## config.mk

```make
export PLATFORM = sky130hd
export DESIGN_NAME = rx_err_fifo
export DESIGN_NICKNAME = d
export VERILOG_FILES = /design/src/rtl/rxf_pkg.sv /design/src/rtl/rxf_store.sv /design/src/rtl/rxf_errview.sv /design/src/rtl/rx_err_fifo.sv
export SDC_FILE = /design/constraint.sdc
export NUM_CORES = 1
export LEC_CHECK = 0
export BUFFER_PORTS_ARGS = -buffer_cell sky130_fd_sc_hd__buf_2
export CAP_MARGIN = 20
export CELL_PAD_IN_SITES_DETAIL_PLACEMENT = 0
export CELL_PAD_IN_SITES_GLOBAL_PLACEMENT = 1
export CORE_MARGIN = 2
export CORE_UTILIZATION = 40
export DETAILED_ROUTE_END_ITERATION = 7
export GPL_ROUTABILITY_DRIVEN = 0
export GPL_TIMING_DRIVEN = 1
export PLACE_DENSITY = 0.71
export SYNTH_ARGS = -nofsm -noshare
export SYNTH_HDL_FRONTEND = slang
export SYNTH_HIERARCHICAL = 1
export SYNTH_SLANG_ARGS = --single-unit
```

## constraint.sdc

```tcl
create_clock -name clk -period 4.3 [get_ports clk]
set_input_delay 0 -clock clk [delete_from_list [all_inputs] [get_ports clk]]
set_output_delay 0 -clock clk [all_outputs]
set_load 0.05 [all_outputs]
```

## src/rtl/rxf_pkg.sv

```systemverilog
// Package: shared types for the receive FIFO.
// Assumes an 8-bit character and three error tags per entry.
package rxf_pkg;
    localparam int RXF_DATA_W = 8;

    // Error tags carried with every stored character
    typedef struct packed {
        logic pe;
        logic fe;
        logic rb;
    } err_tags_t;

    // One queue entry: data byte plus its tags
    typedef struct packed {
        logic [RXF_DATA_W-1:0] data;
        err_tags_t             tags;
    } rx_entry_t;
endpackage

```

## src/rtl/rxf_store.sv

```systemverilog
// Module: circular storage for received entries, with occupancy count and
// the sticky overrun flag. Assumes DEPTH >= 2. A push while full is dropped
// even when a read happens in the same cycle. Reset is synchronous, active low.
module rxf_store #(
    parameter int DEPTH = 24
) (
    input  logic                clk,
    input  logic                rst_n,
    input  logic                wr_en,
    input  rxf_pkg::rx_entry_t  wr_entry,
    input  logic                rd_en,
    input  logic                clr_err,
    output rxf_pkg::rx_entry_t  head,
    output logic                empty,
    output logic                full,
    output logic                popped,
    output logic                overrun
);
    localparam int PTR_W = (DEPTH > 1) ? $clog2(DEPTH) : 1;
    localparam int CNT_W = $clog2(DEPTH + 1);
    localparam logic [PTR_W-1:0] LAST_PTR = PTR_W'(DEPTH - 1);
    localparam logic [CNT_W-1:0] FULL_CNT = CNT_W'(DEPTH);

    rxf_pkg::rx_entry_t mem [DEPTH];
    logic [PTR_W-1:0]   wr_ptr;
    logic [PTR_W-1:0]   rd_ptr;
    logic [CNT_W-1:0]   count;
    logic               wr_ok;
    logic               rd_ok;
    logic               drop;

    // Next pointer position with wrap at a non-power-of-two depth
    function automatic logic [PTR_W-1:0] bump(input logic [PTR_W-1:0] p);
        return (p == LAST_PTR) ? '0 : p + 1'b1;
    endfunction

    // Accept/pop qualification
    always_comb begin
        empty  = (count == '0);
        full   = (count == FULL_CNT);
        wr_ok  = wr_en && !full;
        rd_ok  = rd_en && !empty;
        drop   = wr_en && full;
        popped = rd_ok;
        head   = mem[rd_ptr];
    end

    // Entry storage write
    always_ff @(posedge clk) begin
        if (wr_ok) begin
            mem[wr_ptr] <= wr_entry;
        end
    end

    // Pointer and occupancy tracking
    always_ff @(posedge clk) begin
        if (!rst_n) begin
            wr_ptr <= '0;
            rd_ptr <= '0;
            count  <= '0;
        end else begin
            if (wr_ok) begin
                wr_ptr <= bump(wr_ptr);
            end
            if (rd_ok) begin
                rd_ptr <= bump(rd_ptr);
            end
            case ({wr_ok, rd_ok})
                2'b10:   count <= count + 1'b1;
                2'b01:   count <= count - 1'b1;
                default: count <= count;
            endcase
        end
    end

    // Sticky overrun: set by a dropped push, cleared by the clear-error command
    always_ff @(posedge clk) begin
        if (!rst_n) begin
            overrun <= 1'b0;
        end else if (drop) begin
            overrun <= 1'b1;
        end else if (clr_err) begin
            overrun <= 1'b0;
        end
    end

    // occupancy never exceeds the depth
    p_no_overflow_r4: assert property (@(posedge clk) disable iff (!rst_n)
        count <= FULL_CNT);

    // a push into a full queue without a read leaves occupancy unchanged
    p_full_drop_r5: assert property (@(posedge clk) disable iff (!rst_n)
        (full && wr_en && !rd_en) |=> (count == $past(count)));

    // a dropped push raises overrun
    p_overrun_set_r5: assert property (@(posedge clk) disable iff (!rst_n)
        (full && wr_en) |=> overrun);

    // overrun holds until a clear-error command
    p_overrun_hold_r5: assert property (@(posedge clk) disable iff (!rst_n)
        (overrun && !clr_err) |=> overrun);
endmodule

```

## src/rtl/rxf_errview.sv

```systemverilog
// Module: presents the error status, either the head entry's tags
// (per-character) or a sticky OR over every entry that has been the head since
// the last clear-error command (block). Assumes head_valid and the head tags
// come from the storage, and pop marks the cycle the head leaves.
module rxf_errview (
    input  logic                clk,
    input  logic                rst_n,
    input  logic                blk_mode,
    input  logic                clr_err,
    input  logic                head_valid,
    input  rxf_pkg::err_tags_t  head_tags,
    input  logic                pop,
    output rxf_pkg::err_tags_t  stat
);
    rxf_pkg::err_tags_t acc;
    rxf_pkg::err_tags_t pend;
    logic               head_seen;

    // Tags of a head entry not yet folded into the accumulator
    always_comb begin
        pend = (head_valid && !head_seen) ? head_tags : '0;
    end

    // Block accumulator and the folded-in marker for the current head
    always_ff @(posedge clk) begin
        if (!rst_n) begin
            acc       <= '0;
            head_seen <= 1'b0;
        end else if (clr_err) begin
            acc       <= '0;
            head_seen <= 1'b0;
        end else begin
            acc <= acc | pend;
            if (pop) begin
                head_seen <= 1'b0;
            end else if (head_valid) begin
                head_seen <= 1'b1;
            end
        end
    end

    // Output selection between per-character and block presentation
    always_comb begin
        if (blk_mode) begin
            stat = acc | pend;
        end else begin
            stat = head_valid ? head_tags : '0;
        end
    end

    // per-character flags are zero on an empty queue
    p_char_empty_r6: assert property (@(posedge clk) disable iff (!rst_n)
        (!blk_mode && !head_valid) |-> (stat == '0));

    // block-mode parity flag never drops without clear or mode change
    p_blk_sticky_pe_r7: assert property (@(posedge clk) disable iff (!rst_n)
        (blk_mode && !clr_err && stat.pe) |=> (!blk_mode || stat.pe));

    // block-mode framing flag never drops without clear or mode change
    p_blk_sticky_fe_r7: assert property (@(posedge clk) disable iff (!rst_n)
        (blk_mode && !clr_err && stat.fe) |=> (!blk_mode || stat.fe));

    // block-mode break flag never drops without clear or mode change
    p_blk_sticky_rb_r7: assert property (@(posedge clk) disable iff (!rst_n)
        (blk_mode && !clr_err && stat.rb) |=> (!blk_mode || stat.rb));
endmodule

```

## src/rtl/rx_err_fifo.sv

```systemverilog
// Module: top of the receive FIFO. Joins the entry storage, the error-status
// presentation and the interrupt source selection. Assumes the deserializer
// delivers one complete character per rx_push pulse. Reset is synchronous,
// active low.
module rx_err_fifo #(
    parameter int DEPTH = 24
) (
    input  logic       clk,
    input  logic       rst_n,
    input  logic       rx_push,
    input  logic [7:0] rx_data,
    input  logic       rx_pe,
    input  logic       rx_fe,
    input  logic       rx_rb,
    input  logic       cpu_rd,
    input  logic       blk_mode,
    input  logic       clr_err,
    input  logic       irq_on_full,
    output logic [7:0] cpu_data,
    output logic       rx_ready,
    output logic       fifo_full,
    output logic       overrun,
    output logic       stat_pe,
    output logic       stat_fe,
    output logic       stat_rb,
    output logic       irq
);
    rxf_pkg::rx_entry_t in_entry;
    rxf_pkg::rx_entry_t head;
    rxf_pkg::err_tags_t stat;
    logic               empty;
    logic               popped;

    // Pack the incoming character
    always_comb begin
        in_entry.data    = rx_data;
        in_entry.tags.pe = rx_pe;
        in_entry.tags.fe = rx_fe;
        in_entry.tags.rb = rx_rb;
    end

    rxf_store #(.DEPTH(DEPTH)) u_store (
        .clk      (clk),
        .rst_n    (rst_n),
        .wr_en    (rx_push),
        .wr_entry (in_entry),
        .rd_en    (cpu_rd),
        .clr_err  (clr_err),
        .head     (head),
        .empty    (empty),
        .full     (fifo_full),
        .popped   (popped),
        .overrun  (overrun)
    );

    rxf_errview u_view (
        .clk        (clk),
        .rst_n      (rst_n),
        .blk_mode   (blk_mode),
        .clr_err    (clr_err),
        .head_valid (!empty),
        .head_tags  (head.tags),
        .pop        (popped),
        .stat       (stat)
    );

    // Output mapping and interrupt source selection
    always_comb begin
        cpu_data = head.data;
        rx_ready = !empty;
        stat_pe  = stat.pe;
        stat_fe  = stat.fe;
        stat_rb  = stat.rb;
        irq      = irq_on_full ? fifo_full : rx_ready;
    end

    // data waiting and queue full never contradict each other
    p_full_implies_ready_r2: assert property (@(posedge clk) disable iff (!rst_n)
        fifo_full |-> rx_ready);
endmodule

```

==> impl_results.md, run 1 <==
* RSZ-0062 raised after global routing: no
* Setup WS post-layout at approximately 1.1 ns
* Fin crit share at 75.5%
* Met2 Wirelength at 11.3 mm
* Asr flop ratio synth at 0%
* Syn nets at 606
* Flop pwr share at 45.8%
* Fin. Hold Viols at 0
* Layout cells sized above 1 at 27.0%
* Critical Path End: stat_fe
* Worst Reg-to-Reg Cells at 10
* Clock buffer depth at 3
* Worst Setup End Kind: primary output
* Fin Clk Skew at 0.0108 ns
* I/O pin cnt at 33
* Design Area, Final at 13300 um2
* Slowest stage cell on the critical path: dfxtp_4
* Main synth FF type: edfxtp_1
* Global-route wire length before repair at 35.5 mm
* Antenna violations before repair at 0
* Largest net degree at the start of global routing at 44
* Die area at 30100 um2
* Fmax at 0.308 GHz
* Drt first-iter violations at between 400 and 500
* Starting Density at about two fifths
* Max incr delay on CP at 0.91 ns
* Antenna Nets Post-Route at 0
* Worst path cell trace: mux4_1 -> mux2_2 -> a21oi_1 -> o21ai_1 -> a22o_2 -> buf_2
* Hold Buf Count CTS at 17
* Final min period at 3.25 ns
* Total negative slack at 0 ns
* Vias in the first global route at 6072
* Pwr Total at ~7.2 mW
* WL final at 22.4 mm
* Comb pwr share at 20.5%
* PortBufs at 32
* Status: finished clean
* Switching pwr at 1.99 mW
* Sw frac at 27.5%
* Final #Nets at 691
* Final hold slack at around 0.33 ns
* Root buffer cell: clkbuf_16
* Cells after synthesis at between 500 and 600
* GRT Residual Overflow at 0
* Max FO, Critical Path at 43
* Worst-Margin Slew at 0.856 ns
* Post-Syn Area at between 10000 and 15000 um2
* Core Footprint at 28500 um2
* Final Setup Violations at 0
* Clock transition at path regs at 0.06 ns
* Drt drc at 0
* Leak Pwr at approximately 4.3 nW
* Detail Placement HPWL at 14.2 mm
* Routed wl met3 at about 1.2 mm
* Placement Setup Slack at 1.14 ns
* Syn avg cell area at 19.8 um2
* Wire per inst at 20.9 um
* Die height at about 170 um
* Post-route insts no fill at 1073
* Clock power frac at 33.7%
* Crit path kind: reg2out
* CTS tree: done
* Rel. slew slack at 42.9%
* Placed insts at slightly below 1000
* Post-CTS Setup Repair Bufs at 0
* Distinct cells, synth at 47
* Num CTS Buffers at 30
* Reg2reg start: u_store/count[2]
* DR vias/cell at 5.25
* DRT Pass-1 Iters at 4
* Peak VDD IR at 593 uV
* Crit path max-delay family: flip-flops
* Crit start category: flop
* Max layer used: met4
* DR vias at between 5000 and 6000
* Die W at between 150 and 200 um
* GRT Util Overall at 15.3%
* Pwr dens at 544 nW/um2
* Row count at 62
* Worst Path Arrival at 3.25 ns
* Worst-skew pair later-pin latency at 0.54 ns
* Worst R2R End: u_store/count[4]
* Diodes inserted at 0
* WP depth at 6
* Post-synthesis sequential element count at 289
* # resized after CTS at 0
* Cell Int Power at 5.25 mW
* Post-synth EDFFs at 264
* Placed cell area at 12100 um2
* R2R setup slack at 1.09 ns
* Number of fill cells at 2373
* P&R area growth vs syn at 15.9%
* Pins Over Slew Limit at 0
* Clk sinks at 289
* CP bufs+invs at 1
* Wl on met1 at 9.55 mm
* Synth warn at 6
* H-tree depth at 1
* Seq/Total Area, Yosys at 73.4%
* Finished Core Util at 46.7%
* Hold Path Class: in2reg
* Max_cap viols at 0
* Critical Path RT at 4.30 ns
[power by group through the flow]
stage	logic, mW	clock network, mW	registers (mW)
final	1.49	2.44	3.32
after global routing	1.60	2.60	3.35
after CTS	1.50	2.49	3.33
after detailed placement	1.49	0	3.39
after global placement	1.46	0	3.38
after floorplan	1.38	0	3.22
[placed cells by master, fill, tap and decap left out, types with 17 or more instances in the layout]
cell type | synthesis | final
edfxtp_1 | 264 | 264
mux4_2 | 54 | 54
nor2_1 | 34 | 34
buf_2 | 8 | 32
clkbuf_16 | 0 | 31
buf_4 | 2 | 23
dfxtp_1 | 25 | 22
dlygate4sd3_1 | 0 | 17
a21oi_1 | 17 | 17
[how the worst min path moves through the flow]
| stage | startpoint | to | slack (ns) | cells past startpoint |
|---|---|---|---|---|
| floorplan | rx_rb | u_store/mem[0][0] | 0.1 | 0 |
| global placement | rx_push | u_store/overrun | 0.29 | 3 |
| detailed placement | rx_push | u_store/overrun | 0.29 | 3 |
| CTS | rst_n | u_store/wr_ptr[4] | 0.31 | 3 |
| global route | rst_n | u_store/wr_ptr[4] | 0.35 | 3 |
| finish | rst_n | u_store/wr_ptr[4] | 0.33 | 3 |
[logic make-up (layout without fill, tap and decap cells)]
group | Yosys count | count (layout) | share of synthesized area, %
buf+inv | 39 | 148 | 2.01
flops | 289 | 289 | 73.4
xor+xnor | 6 | 6 | 0.458
fa+ha+maj | 8 | 8 | 0.872
mux | 92 | 92 | 15.7
compound gates | 68 | 68 | 4.26
simple gates | 78 | 78 | 3.22
[worst register-to-register path: cells and delay by family, from the launching register on]
kind	cells	cell delay [ns]
compound gates	3	0.71
xor+xnor	1	0.18
fa+ha+maj	2	0.56
buf+inv	1	0.15
flops	1	0.35
mux	1	0.20
simple gates	2	0.99
[cell usage after synthesis (2+ instances only)]
cell / instances / area share (%)
ha_1: 8 / 0.87
mux4_1: 12 / 2.7
a21oi_2: 6 / 0.46
a22o_2: 3 / 0.26
mux2_2: 11 / 1.1
o21a_1: 4 / 0.26
o21ai_1: 12 / 0.52
nand2_1: 15 / 0.49
mux4_2: 54 / 11
a22o_1: 11 / 0.84
buf_6: 3 / 0.29
nor2b_1: 2 / 0.11
mux2i_1: 15 / 1.3
nand3b_1: 4 / 0.26
inv_1: 12 / 0.39
nor3_1: 6 / 0.26
or3_1: 4 / 0.22
buf_4: 2 / 0.13
buf_2: 8 / 0.35
nand2b_1: 5 / 0.27
nand3_1: 4 / 0.17
o21ai_0: 3 / 0.13
nor2_1: 34 / 1.1
dfxtp_1: 25 / 4.4
edfxtp_1: 264 / 69
buf_12: 2 / 0.35
clkbuf_1: 10 / 0.33
a21oi_1: 17 / 0.74
xor2_1: 5 / 0.38
or4b_1: 2 / 0.17
[layer usage]
| metal | global-route usage (%) | vias to the layer above |
|---|---|---|
| met5 | 0 | - |
| met2 | 26.1 | 130 |
| met3 | 2.02 | 29 |
| met1 | 21.1 | 2934 |
| li1 | - | 2537 |
| met4 | 3.88 | 0 |
[registers in the layout, indices dropped and copies added, names as in the netlist, named ones only]
register and cells:
u_view/head_seen 1, u_store/overrun 1, u_store/mem 264, u_store/count 5, u_store/rd_ptr 5, u_store/wr_ptr 5, u_view/acc 3
[cell type report]
| type | instances | area (um2) | area share [%] |
|---|---|---|---|
| Sequential cell | 289 | 8430 | 63.4 |
| Multi-Input combinational cell | 252 | 2820 | 21.2 |
| Clock buffer | 37 | 798 | 6.00 |
| Timing Repair Buffer | 79 | 582 | 4.37 |
| Tap cell | 384 | 480 | 3.61 |
| Clock inverter | 19 | 141 | 1.06 |
| Inverter | 13 | 48.8 | 0.367 |
(Power assumes the default switching activity.)
==> run 2: changes to the inputs <==
ABC_AREA = 1   (was default)
PLACE_DENSITY = 0.76   (was 0.71)
clock period = 3.23 ns   (was 4.3 ns; I/O delays follow)
==> run 2 against run 1 <==
Net effect: core utilization down 0.21 points; worst setup slack worse by 0.68 ns; cell area up 7.2%.
==> impl_results.md, run 2 <==
* Final #Nets at 1286 (was 691)
* DRT Pass-1 Iters at 5 (was 4)
* Syn nets at 1227 (was 606)
* WL final at 28.1 mm (was 22.4 mm)
* Crit path max-delay family: simple AND/OR/NAND/NOR gates (was flip-flops)
* Worst-skew pair later-pin latency at 0.55 ns (was 0.54 ns)
* Layout cells sized above 1 at 9.97% (was 27.0%)
* Main combinational cell family by area after synthesis: simple AND/OR/NAND/NOR gates (was multiplexers)
* Syn avg cell area at 10.4 um2 (was 19.8 um2)
* Simple-Gate Fraction of Synth Area at 19.4% (was 3.22%)
* Drt first-iter violations at 752 (was 478)
* Area occupied by multi-input gates at 3050 um2 (was 2820 um2)
* Cells after synthesis at 1201 (was 580)
* Worst Setup End Kind: primary output (unchanged)
* Worst-Margin Slew at 0.969 ns (was 0.856 ns)
* Asr flop ratio synth at 0% (unchanged)
* CTS tree: done (unchanged)
* GRT Util Overall at 17.3% (was 15.3%)
* Fin crit share at approximately nine tenths
* Top post-synthesis cells by count: 301 x nand2_1, 264 x edfxtp_1, 169 x inv_1 (was 264 x edfxtp_1, 54 x mux4_2, 34 x nor2_1)
* Post-synthesis sequential element count at 289 (unchanged)
* Fin. Hold Viols at 0 (unchanged)
* Seq/Total Area, Yosys at 67.6% (was 73.4%)
* Post-synthesis compound-gate area fraction at 3.99% (was 4.26%)
* Slowest stage cell on the critical path: dfxtp_4 (unchanged)
* Critical Path RT at 3.23 ns (was 4.30 ns)
* Placed insts at 1609 (was 992)
* Detail Placement HPWL at 16.6 mm (was 14.2 mm)
* Leak Pwr at 5.80 nW (was 4.28 nW)
* FF+latch area at 8430 um2 (about the same)
* Adder-Cell Fraction of Synth Area at 0.802% (was 0.872%)
* Yosys top cell by area: edfxtp_1 (unchanged)
* Synth warn at 6 (unchanged)
* Clock transition at path regs at 0.06 ns (about the same)
* Pwr dens at 737 nW/um2 (was 544 nW/um2)
* Max FO, Critical Path at 132 (was 43)
* RSZ-0062 raised after global routing: no (unchanged)
* Post-Syn Area at 12500 um2 (was 11500 um2)
* Crit path kind: reg2out (unchanged)
* R2R setup slack at 0.94 ns (was 1.09 ns)
* Antenna Nets Post-Route at 0 (unchanged)
* Biggest register: u_store/mem (unchanged)
* Most frequent cells in the layout: 301 x nand2_1, 264 x edfxtp_1, 169 x inv_1, 165 x nand3_1, 108 x nor2_1 (was 264 x edfxtp_1, 54 x mux4_2, 34 x nor2_1, 32 x buf_2, 31 x clkbuf_16)
* GRT Residual Overflow at 0 (unchanged)
* Diodes inserted at 0 (unchanged)
* Die height at 181 um (was 173 um)
* I/O pin cnt at 33 (unchanged)
* Commonest non-fill, non-tap cell in the layout: nand2_1 (was edfxtp_1)
* P&R area growth vs syn at 14.4% (was 15.9%)
* Antenna violations before repair at 0 (unchanged)
* Fmax at 0.350 GHz
* Max incr delay on CP at 0.37 ns (was 0.91 ns)
* Placed cell area at 13100 um2 (was 12100 um2)
* Post-synth EDFFs at 264 (unchanged)
* Finished Core Util at 46.5% (was 46.7%)
* Row count at 64 (was 62)
* Synth area leaders: edfxtp_1 64%, nand2_1 9.1%, nand3_1 6.6% (was edfxtp_1 69%, mux4_2 11%, dfxtp_1 4.4%)
* # resized after CTS at 0 (unchanged)
* CP bufs+invs at 2 (was 1)
* Rel. slew slack at 35.3% (was 42.9%)
* Cell mode on critical path: nand2_1
* Main synth FF type: edfxtp_1 (unchanged)
* Peak VDD IR at 767 uV (was 593 uV)
* Fin Clk Skew at 0.0143 ns (was 0.0108 ns)
* Worst Path Arrival at 2.86 ns (was 3.25 ns)
* Largest net degree at the start of global routing at 133 (was 44)
* Crit start category: flop (unchanged)
* Die W at 181 um (was 173 um)
* Total negative slack at 0 ns (unchanged)
* Clock buffer depth at 3 (unchanged)
* Global-route wire length before repair at 44.5 mm (was 35.5 mm)
* DR vias at 8242 (was 5630)
* Hold Path Class: in2reg (unchanged)
* Leading cell type by number of instances after synthesis: nand2_1 (was edfxtp_1)
* Post-Synth XOR/XNOR Area at 0.211% (was 0.458%)
* Num CTS Buffers at 30 (unchanged)
* H-tree depth at 1 (unchanged)
* DR vias/cell at 4.91 (was 5.25)
* Final min period at 2.86 ns
* Die area at 32600 um2 (was 30100 um2)
* Share of the synthesized area in the top cell type at 63.6% (was 69.1%)
* Max_cap viols at 0 (unchanged)
* Core Footprint at 30700 um2 (was 28500 um2)
* Design Area, Final at 14300 um2 (was 13300 um2)
* Clk sinks at 289 (unchanged)
* Status: finished clean (unchanged)
* Worst path cell trace: buf_12 -> nand2_1 -> nand2_1 -> nand2_1 -> nand3_1 -> nand3_1 -> nand2_1 -> nand2_1 -> nand2_1 -> nand3_1 -> nand2_1 -> nand2_1 -> nand2_1 -> buf_2 (was mux4_1 -> mux2_2 -> a21oi_1 -> o21ai_1 -> a22o_2 -> buf_2)
* Wire per inst at 16.8 um (was 20.9 um)
* Root buffer cell: clkbuf_16 (unchanged)
* PortBufs at 32 (unchanged)
* Drt drc at 0 (unchanged)
* Pins Over Slew Limit at 0 (unchanged)
* Final Setup Violations at 0 (unchanged)
* Starting Density at 40.7% (was 40.3%)
* Distinct cells, synth at 24 (was 47)
* Vias in the first global route at 7899 (was 6072)
* Post-route insts no fill at 1680 (was 1073)
* Mux share of post-synthesis cell area at 0% (was 15.7%)
* Max FFs per register at 264 (unchanged)
* Number of fill cells at 2840 (was 2373)
-- run 2: worst reg2reg max path: stages (launching register included) --
cell	delay (ns)
dfxtp_1	0.37
inv_1	0.09
nand4_1	0.12
nand2_1	0.11
inv_1	0.22
ha_1	0.35
nand2_1	0.10
inv_1	0.07
nor2_1	0.05
ha_1	0.18
a21o_1	0.18
xor2_1	0.13
o21ai_0	0.16
inv_1	0.05
-- run 2: final cells by class --
class | instances | area share, %
Sequential cell | 289 | 59.1
Clock buffer | 43 | 6.32
Inverter | 172 | 4.54
Multi-Input combinational cell | 684 | 21.4
Tap cell | 396 | 3.47
Clock inverter | 13 | 0.824
Timing Repair Buffer | 83 | 4.33
-- run 2: timing repair --
item,in CTS,in global routing
buffers inserted,0,0
hold buffers,14,1
endpoints found under the setup margin,0,0
endpoints found under the hold margin,238,18
-- run 2: metrics by stage --
| stage | hold WS (ns) | power (mW) | setup slack (ns) |
|---|---|---|---|
| floorplan | 0.0989 | 6.47 | 1.22 |
| global placement | 0.276 | 7.11 | 1.02 |
| detailed placement | 0.276 | 7.14 | 0.967 |
| CTS | 0.00108 | 10.6 | 0.420 |
| global route | 0.0159 | 11.1 | 0.239 |
| finish | 0.0140 | 10.5 | 0.371 |
-- run 2: cells by family after synthesis --
group           count (synthesis)
xor+xnor                        3
buf+inv                       228
simple gates                  585
flops                         289
compound gates                 88
fa+ha+maj                       8
-- run 2: final timing paths --
kind,from,end,cells past startpoint
worst min-delay path,rx_data[6],u_store/mem[8][9],1
worst min register to register,u_view/acc[1],u_view/acc[1],2
worst max register to register,u_store/count[3],u_store/count[2],13
worst max-delay path,flop,stat_pe,14
-- run 2: per-layer routing --
metal	part of all wire (%)	track usage, %	vias to the layer above
li1	-	-	4089
met1	45	24.2	3911
met2	47	28.5	197
met3	5.2	2.14	45
met4	2.7	5.10	0
met5	0	0	-
-- run 2: power by group --
group	switching [mW]	internal [mW]
Clock	1.37	2.09
Combinational	2.03	0.770
Sequential	0.0657	4.19
